File: src/rtl/scan_rate_pkg.sv
package scan_rate_pkg;

  // Width that holds values 0..v-1, never less than one bit.
  function automatic int width_for(input int v);
    return (v <= 2) ? 1 : $clog2(v);
  endfunction

  // Identifies the monitored streams in the generate loop.
  typedef enum int {
    STREAM_IN  = 0,
    STREAM_OUT = 1
  } stream_e;

  localparam int NUM_STREAMS = 2;

endpackage

File: src/rtl/nt_detect.sv
module nt_detect (
  input  logic clk,
  input  logic rst,
  input  logic clr,
  input  logic sample,
  input  logic bit_in,
  output logic repeat_hit
);

  logic prev_bit;
  logic prev_valid;

  always_ff @(posedge clk) begin
    if (rst || clr) begin
      prev_bit   <= 1'b0;
      prev_valid <= 1'b0;
    end else if (sample) begin
      prev_bit   <= bit_in;
      prev_valid <= 1'b1;
    end
  end

  assign repeat_hit = sample && prev_valid && (bit_in == prev_bit);

endmodule

File: src/rtl/step_ctrl.sv
module step_ctrl #(
  parameter int STEPS  = 4,
  parameter int THRESH = 4,
  localparam int IDX_W = scan_rate_pkg::width_for(STEPS),
  localparam int CNT_W = scan_rate_pkg::width_for(THRESH)
) (
  input  logic             clk,
  input  logic             rst,
  input  logic             clr,
  input  logic             up_ev,
  input  logic             dn_ev,
  output logic [IDX_W-1:0] idx
);

  localparam logic [IDX_W-1:0] IDX_TOP  = IDX_W'(STEPS - 1);
  localparam logic [CNT_W-1:0] CNT_LAST = CNT_W'(THRESH - 1);

  logic [CNT_W-1:0] up_cnt;
  logic [CNT_W-1:0] dn_cnt;

  always_ff @(posedge clk) begin
    if (rst || clr) begin
      up_cnt <= '0;
      dn_cnt <= '0;
      idx    <= '0;
    end else if (up_ev && !dn_ev) begin
      if (up_cnt == CNT_LAST) begin
        up_cnt <= '0;
        if (idx != IDX_TOP) idx <= idx + 1'b1;
      end else begin
        up_cnt <= up_cnt + 1'b1;
      end
    end else if (dn_ev && !up_ev) begin
      if (dn_cnt == CNT_LAST) begin
        dn_cnt <= '0;
        if (idx != '0) idx <= idx - 1'b1;
      end else begin
        dn_cnt <= dn_cnt + 1'b1;
      end
    end
  end

endmodule

File: src/rtl/strobe_gen.sv
module strobe_gen #(
  parameter int STEPS  = 4,
  localparam int IDX_W = scan_rate_pkg::width_for(STEPS),
  localparam int DIV_W = $clog2(STEPS + 1)
) (
  input  logic             clk,
  input  logic             rst,
  input  logic             start,
  input  logic [IDX_W-1:0] idx,
  output logic             strobe
);

  localparam logic [DIV_W-1:0] DIV_SLOW = DIV_W'(STEPS);

  logic             running;
  logic [DIV_W-1:0] phase;
  logic [DIV_W-1:0] period;
  logic [DIV_W-1:0] next_period;

  assign next_period = DIV_SLOW - DIV_W'(idx);

  always_ff @(posedge clk) begin
    if (rst) begin
      running <= 1'b0;
      phase   <= '0;
      period  <= DIV_SLOW;
      strobe  <= 1'b0;
    end else if (start) begin
      running <= 1'b1;
      phase   <= '0;
      period  <= DIV_SLOW;
      strobe  <= 1'b0;
    end else if (running) begin
      if (phase == period - 1'b1) begin
        strobe <= 1'b1;
        phase  <= '0;
        period <= next_period;
      end else begin
        strobe <= 1'b0;
        phase  <= phase + 1'b1;
      end
    end else begin
      strobe <= 1'b0;
    end
  end

endmodule

File: src/rtl/scan_rate_ctrl.sv
module scan_rate_ctrl #(
  parameter int RATE_STEPS = 4,
  parameter int CHAIN_LEN  = 16,
  localparam int IDX_W     = scan_rate_pkg::width_for(RATE_STEPS)
) (
  input  logic             clk,
  input  logic             rst,
  input  logic             start,
  input  logic             scan_in_bit,
  input  logic             scan_out_bit,
  output logic             shift_en,
  output logic [IDX_W-1:0] rate_idx
);

  import scan_rate_pkg::*;

  localparam int STEP_THRESH = (CHAIN_LEN / RATE_STEPS < 1) ? 1 : CHAIN_LEN / RATE_STEPS;

  logic [NUM_STREAMS-1:0] stream_bits;
  logic [NUM_STREAMS-1:0] stream_rep;

  assign stream_bits[STREAM_IN]  = scan_in_bit;
  assign stream_bits[STREAM_OUT] = scan_out_bit;

  for (genvar s = 0; s < NUM_STREAMS; s++) begin : g_stream
    nt_detect u_det (
      .clk        (clk),
      .rst        (rst),
      .clr        (start),
      .sample     (shift_en),
      .bit_in     (stream_bits[s]),
      .repeat_hit (stream_rep[s])
    );
  end

  step_ctrl #(
    .STEPS  (RATE_STEPS),
    .THRESH (STEP_THRESH)
  ) u_step (
    .clk   (clk),
    .rst   (rst),
    .clr   (start),
    .up_ev (stream_rep[STREAM_IN]),
    .dn_ev (stream_rep[STREAM_OUT]),
    .idx   (rate_idx)
  );

  strobe_gen #(
    .STEPS (RATE_STEPS)
  ) u_strobe (
    .clk    (clk),
    .rst    (rst),
    .start  (start),
    .idx    (rate_idx),
    .strobe (shift_en)
  );

endmodule

File: config.mk
export PLATFORM = sky130hd
export DESIGN_NAME = scan_rate_ctrl
export DESIGN_NICKNAME = d
export VERILOG_FILES = /design/src/rtl/scan_rate_pkg.sv /design/src/rtl/nt_detect.sv /design/src/rtl/step_ctrl.sv /design/src/rtl/strobe_gen.sv /design/src/rtl/scan_rate_ctrl.sv
export SDC_FILE = /design/constraint.sdc
export NUM_CORES = 1
export LEC_CHECK = 0
export BUFFER_PORTS_ARGS = -buffer_cell sky130_fd_sc_hd__buf_2
export CAP_MARGIN = 20
export CORE_ASPECT_RATIO = 1.75
export CORE_UTILIZATION = 36
export CTS_CLUSTER_DIAMETER = 150
export DETAILED_ROUTE_END_ITERATION = 10
export PLACE_DENSITY = 0.53
export SLEW_MARGIN = 10
export SYNTH_ARGS = -nofsm -noshare
export SYNTH_HDL_FRONTEND = slang
export SYNTH_HIERARCHICAL = 1
export SYNTH_SLANG_ARGS = --single-unit
File: constraint.sdc
create_clock -name clk -period 2.3 [get_ports clk]
set_input_delay 0.345 -clock clk [delete_from_list [all_inputs] [get_ports clk]]
set_output_delay 0.345 -clock clk [all_outputs]
set_load 0.01 [all_outputs]
[Yosys cells after proc, flatten, opt, wreduce, memory -nomap -nowiden]
Cells that the tools add are included.
W data, S select, Z words.
Word-level totals
  bits in registers: 17
  output and inout bits: 3
  word-level logic and storage cells: 54
Cells by class
  add/sub/neg operators: 7
  equality and inequality tests: 8
  mux-type cells: 10
  bitwise logic cells: 2
  reduce and logical (&&, ||, !) cells: 17
Operator list (count)
  $mux W2: 8
  $reduce_bool A2 Y1: 4
  $add A2 B1 Y2 const B: 3
  $ne A2 B2 Y1 const B: 3
  $logic_and A1 B1 Y1: 5
  $reduce_and A5 Y1: 1
  $eq A2 B2 Y1 const B: 2
  $reduce_and A2 Y1: 2
  $add A3 B1 Y3 const B: 1
  $eq A3 B3 Y1: 1
  $mux W3: 1
  $reduce_or A3 Y1: 1
  $sub A3 B1 Y3 const B: 1
  $sub A3 B2 Y3 const A: 1
  $eq A1 B1 Y1: 2
  $logic_not A1 Y1: 2
  $not A1 Y1: 2
  $reduce_or A2 Y1: 1
  $sub A2 B1 Y2 const B: 1
  $logic_or A1 B1 Y1: 1
  $mux W1: 1

[Logic depth before layout (Yosys ltp)]
  word-level depth: 6
  mapped depth: 8
  gate-level depth less buffers: 8

[Hierarchy]
The synthesis kept the hierarchy.
By module, submodules not included
  strobe_gen: times used 1, cells an instance 41, area each 410.4 um^2, sequential area each 160.2 um^2
  step_ctrl: times used 1, cells an instance 38, area each 341.6 um^2, sequential area each 120.1 um^2
  nt_detect: times used 2, cells an instance 8, area each 83.8 um^2, sequential area each 40.0 um^2

[Worst setup path before layout]
Ideal clock, no wire load.
  path type: reg-to-reg
  start: register u_strobe.strobe
  end: register u_step.idx[0]
  data arrival time: 1.411 ns
  data required time: 2.178 ns
  path slack: 0.766 ns
  stages on the path, launching flop included: 8
  path buffers: 0
  period minus slack after synthesis: 1.534 ns
  cell sequence: dfxtp_1 and3_1 inv_1 ha_1 inv_1 o2111a_2 xnor2_1 nor2_1
Between the ends
  longest elaborated chain between the ends: 6
  elaborated cells between the ends (all ways): 14
Ends and longest elaborated chain
  start: declaration: line strobe_gen.sv:10  | output logic strobe
  start signal: assignment: line strobe_gen.sv:27  | strobe <= 1'b0;
  start signal: assignment: line strobe_gen.sv:32  | strobe <= 1'b0;
  start signal: assignment: line strobe_gen.sv:35  | strobe <= 1'b1;
  $logic_and A1 B1 Y1 * (2 in series): line nt_detect.sv:23  | assign repeat_hit = sample && prev_valid && (bit_in == prev_bit);
  via stream_rep[0]: line scan_rate_ctrl.sv:20  | logic [NUM_STREAMS-1:0] stream_rep;
  $logic_not A1 Y1: line step_ctrl.sv:33  | end else if (dn_ev && !up_ev) begin
  $logic_and A1 B1 Y1: line step_ctrl.sv:33
  $reduce_bool A2 Y1 (no line)
  $reduce_and A5 Y1 (no line)
  end signal: assignment: line step_ctrl.sv:29  | if (idx != IDX_TOP) idx <= idx + 1'b1;
  end signal: assignment: line step_ctrl.sv:36  | if (idx != '0) idx <= idx - 1'b1;
  end: declaration: line step_ctrl.sv:12  | output logic [IDX_W-1:0] idx
The timed path passes the listed nets; every way through them passes the cells marked *.
A chain may end at the register's enable or synchronous reset.

[Worst setup path in the final report]
  start: register g_stream[1].u_det.prev_bit
  end: register u_step.idx[0]
Between the ends
  longest elaborated chain between the ends: 6
  elaborated cells between the ends (all ways): 12
Ends and longest elaborated chain
  start: declaration: line nt_detect.sv:10  | logic prev_bit;
  start signal: assignment: line nt_detect.sv:18  | prev_bit <= bit_in;
  $eq A1 B1 Y1 *: line nt_detect.sv:23
  $logic_and A1 B1 Y1 *: line nt_detect.sv:23
  via stream_rep[1]: line scan_rate_ctrl.sv:20
  $logic_not A1 Y1: line step_ctrl.sv:26  | end else if (up_ev && !dn_ev) begin
  $logic_and A1 B1 Y1: line step_ctrl.sv:26
  $ne A2 B2 Y1 (no line) or $reduce_bool A2 Y1 (tied branches)
  $reduce_and A5 Y1 (no line)
Marked as above.

==> flow_metrics.py <==
metrics = {
    "critical_path": {
        "worstPathMaxFanout": 4,
        "cpMostUsedCell": "xnor2_1",
        "reg2reg_depth": 8,
        "worstPathCellList": "xnor2_1 > and3_1 > inv_1 > ha_1 > nand2b_1 > o2111a_2 > xnor2_1 > nor2_1",
        "start_kind": "register",
        "cp-end-kind": "register",
        "crit_arrival_ns": 1.76,
        "slowest_stage": "dfxtp_1",
        "setup.worst_path.class": "reg2reg",
        "worst_ep_required_time_ns": 2.45,
        "cpPeakStageDelay_ns": 0.32,
    },
    "floorplan": {
        "start_util": 0.3897,
        "die_y_um": 68.86,
        "rows": 23,
        "num_io_pins": 8,
        "fp.dieArea_um2": 2769,
        "dieWidth_um": 40.21,
        "core_um2": 2360,
    },
    "clock_network": {
        "htree_levels": 1,
        "cts.sinks": 18,
        "insertion_delay_ns": 0.25,
        "clockRootBuffer": "clkbuf_8",
        "holdBufCountCts": 0,
        "postCtsSetupBuffers": 0,
        "path_clk_slew_ns": 0.07,
        "cts_resized": 0,
        "cts_tree": "yes",
        "cts_buffers": 3,
        "clk_path_buf_depth": 2,
    },
    "place": {
        "dp_cells": 125,
        "io_buffers": 7,
        "placed_area_um2": 970.9,
        "dp_hpwl_um": 1144,
        "gp_congestion": 0.6634,
    },
    "layout": {
        "syn_to_final_growth_pct": 11.56,
        "fill_cells": 246,
        "final_nets": 118,
        "layout_commonest_cell": "dfxtp_1",
        "multi_input_area_um2": 510.5,
        "drive_gt1_frac": 0.1923,
        "design_area_um2": 1026,
        "diodes": 0,
        "final_cell_mix": "18 x dfxtp_1, 13 x nor2_1, 9 x inv_1, 8 x mux2i_1, 8 x ha_1",
        "seqCellArea_um2": 360.3,
        "fin_cells": 129,
    },
    "flow_run": {
        "maxCapViolCount": 0,
    },
    "grt": {
        "grt_util_all_layers": 0.1351,
        "grt_antenna_before_repair": 0,
        "grt_start_max_net_pins": 11,
        "grt_pass1_wl_um": 2546,
        "grt_pass1_vias": 632,
        "grt_overflow": 0,
    },
    "logic_synthesis": {
        "synth_top_family_by_area": "simple AND/OR/NAND/NOR gates",
        "postSynthAreaPerCell_um2": 9.680,
        "synthAdderAreaFrac": 0.1088,
        "netlist_area_um2": 919.6,
        "yosysWarnings": 6,
        "synthMuxAreaShare": 0.09932,
        "synth-xor-area-share": 0.1007,
        "synthSimpleGateAreaFrac": 0.2095,
        "synth_compound_area_frac": 0.03673,
        "synth_cell_type_count": 24,
        "synth_nets": 108,
        "synth-seq-cells": 18,
        "synthCells": 95,
        "synth_seq_area_share": 0.3918,
    },
    "power_and_ir_drop": {
        "power.leakage_nw": 0.4050,
        "ir_drop_mv": 0.4011,
        "power_density_nw_per_um2": 579.6,
    },
    "drt": {
        "vias": 628,
        "route.detailed.drc": 0,
        "wl_um": 1427,
        "drtAntennaViolNets": 0,
        "drt_iter0_markers": 10,
        "first_pass_iters": 2,
        "via_per_inst": 4.868,
        "wl_per_cell_um": 11.06,
    },
    "sta": {
        "final.setup.tns_ns": 0,
        "rsz0062_at_grt": "no",
        "slew_viol_final": 0,
        "fin_skew_ns": 0.004342,
        "worst_hold_slack_ns": 0.3545,
        "min_period_over_period": 0.7007,
        "period_needed_ns": 1.612,
        "relSlewSlack": 0.7513,
        "setup_viol": 0,
        "worst_pin_slew_ns": 0.3731,
        "hold_viol": 0,
        "max_freq_ghz": 0.6205,
    },
    "outcome": {
        "status": "finished, final reports clean",
    },
    "min_path": {
        "hold_depth": 2,
        "hp-class": "in2reg",
    },
}
-- per-layer routing --
metal  global-route usage  vias to the layer above  routed length [um]
met5                    0                        -                   0
met4              0.08750                        0                  36
li1                     -                      332                   -
met3              0.01923                        4                  16
met1               0.1310                      289                 590
met2               0.2460                        3                 785
-- final timing paths --
path                                            from                               to  slack (ns)
max          g_stream[1].u_det/prev_bit$_SDFFE_PP0P_       u_step/idx[0]$_SDFFE_PP0P_        0.69
min                                              rst    u_strobe/running$_SDFFE_PP0P_        0.35
max reg2reg  g_stream[1].u_det/prev_bit$_SDFFE_PP0P_       u_step/idx[0]$_SDFFE_PP0P_        0.69
min reg2reg          u_strobe/period[1]$_SDFFE_PP0P_  u_strobe/period[1]$_SDFFE_PP0P_        0.46
-- kinds of logic (layout without fill, tap and decap cells) --
kind of cell,Yosys count,in the layout
AND/OR/NAND/NOR,36,36
flip-flops,18,18
buffers and inverters,11,20
XOR/XNOR,9,9
multiplexers,9,9
adder cells (fa/ha/maj),8,8
AO/OA/AOI/OAI,4,4
-- metrics by stage --
step / util / power, mW / worst slack [ns]
6_report: 0.4348 / 0.5947 / 0.6884
5_1_grt: 0.4348 / 0.6241 / 0.5289
4_1_cts: 0.4348 / 0.6079 / 0.6578
3_5_place_dp: 0.4115 / 0.3466 / 0.5397
3_3_place_gp: 0.4115 / 0.3464 / 0.5634
2_1_floorplan: - / 0.3363 / 0.7664
-- registers in the layout, summed over array words and instances (netlist names) --
name,flops
u_step/dn_cnt,2
u_strobe/strobe,1
g_stream.u_det/prev_bit,2
u_step/up_cnt,2
g_stream.u_det/prev_valid,2
u_strobe/period,3
u_strobe/phase,3
u_step/idx,2
u_strobe/running,1
-- critical path: cells and delay by family, from the launching register on --
| family | cells | cell delay, ns |
|---|---|---|
| simple gates | 3 | 0.36 |
| flops | 1 | 0.32 |
| xor+xnor | 2 | 0.28 |
| fa+ha+maj | 1 | 0.24 |
| compound gates | 1 | 0.23 |
| buf+inv | 1 | 0.06 |
-- synth_stat cells, drive strengths merged --
cell type | instances | share of area
dfxtp | 18 | 0.39
nor2 | 13 | 0.053
inv | 9 | 0.037
ha | 8 | 0.11
mux2i | 8 | 0.087
nor3 | 8 | 0.071
nand2 | 6 | 0.024
xnor2 | 5 | 0.048
xor2 | 3 | 0.029
and3 | 2 | 0.014
nand3 | 2 | 0.011
or2 | 2 | 0.014
a211o | 1 | 0.0095
a21oi | 1 | 0.0054
and2 | 1 | 0.0068
and4 | 1 | 0.0095
buf | 1 | 0.012
clkbuf | 1 | 0.0041
mux2 | 1 | 0.012
nand2b | 1 | 0.0068
o2111a | 1 | 0.014
o21a | 1 | 0.0082
xnor3 | 1 | 0.024
-- power by group --
part	leakage [nW]	switching [mW]	internal (mW)
sequential	0.145	0.00315	0.314
clock	0.0288	0.104	0.152
combinational	0.231	0.0128	0.00908
total	0.405	0.120	0.475
-- layout make-up --
type                            instances  area share
Tap cell                               25     0.03049
Inverter                                9     0.03293
Timing Repair Buffer                    7     0.03415
Sequential cell                        18      0.3512
Multi-Input combinational cell         66      0.4976
Clock buffer                            4     0.05366
Power figures use the tool's default switching activity.
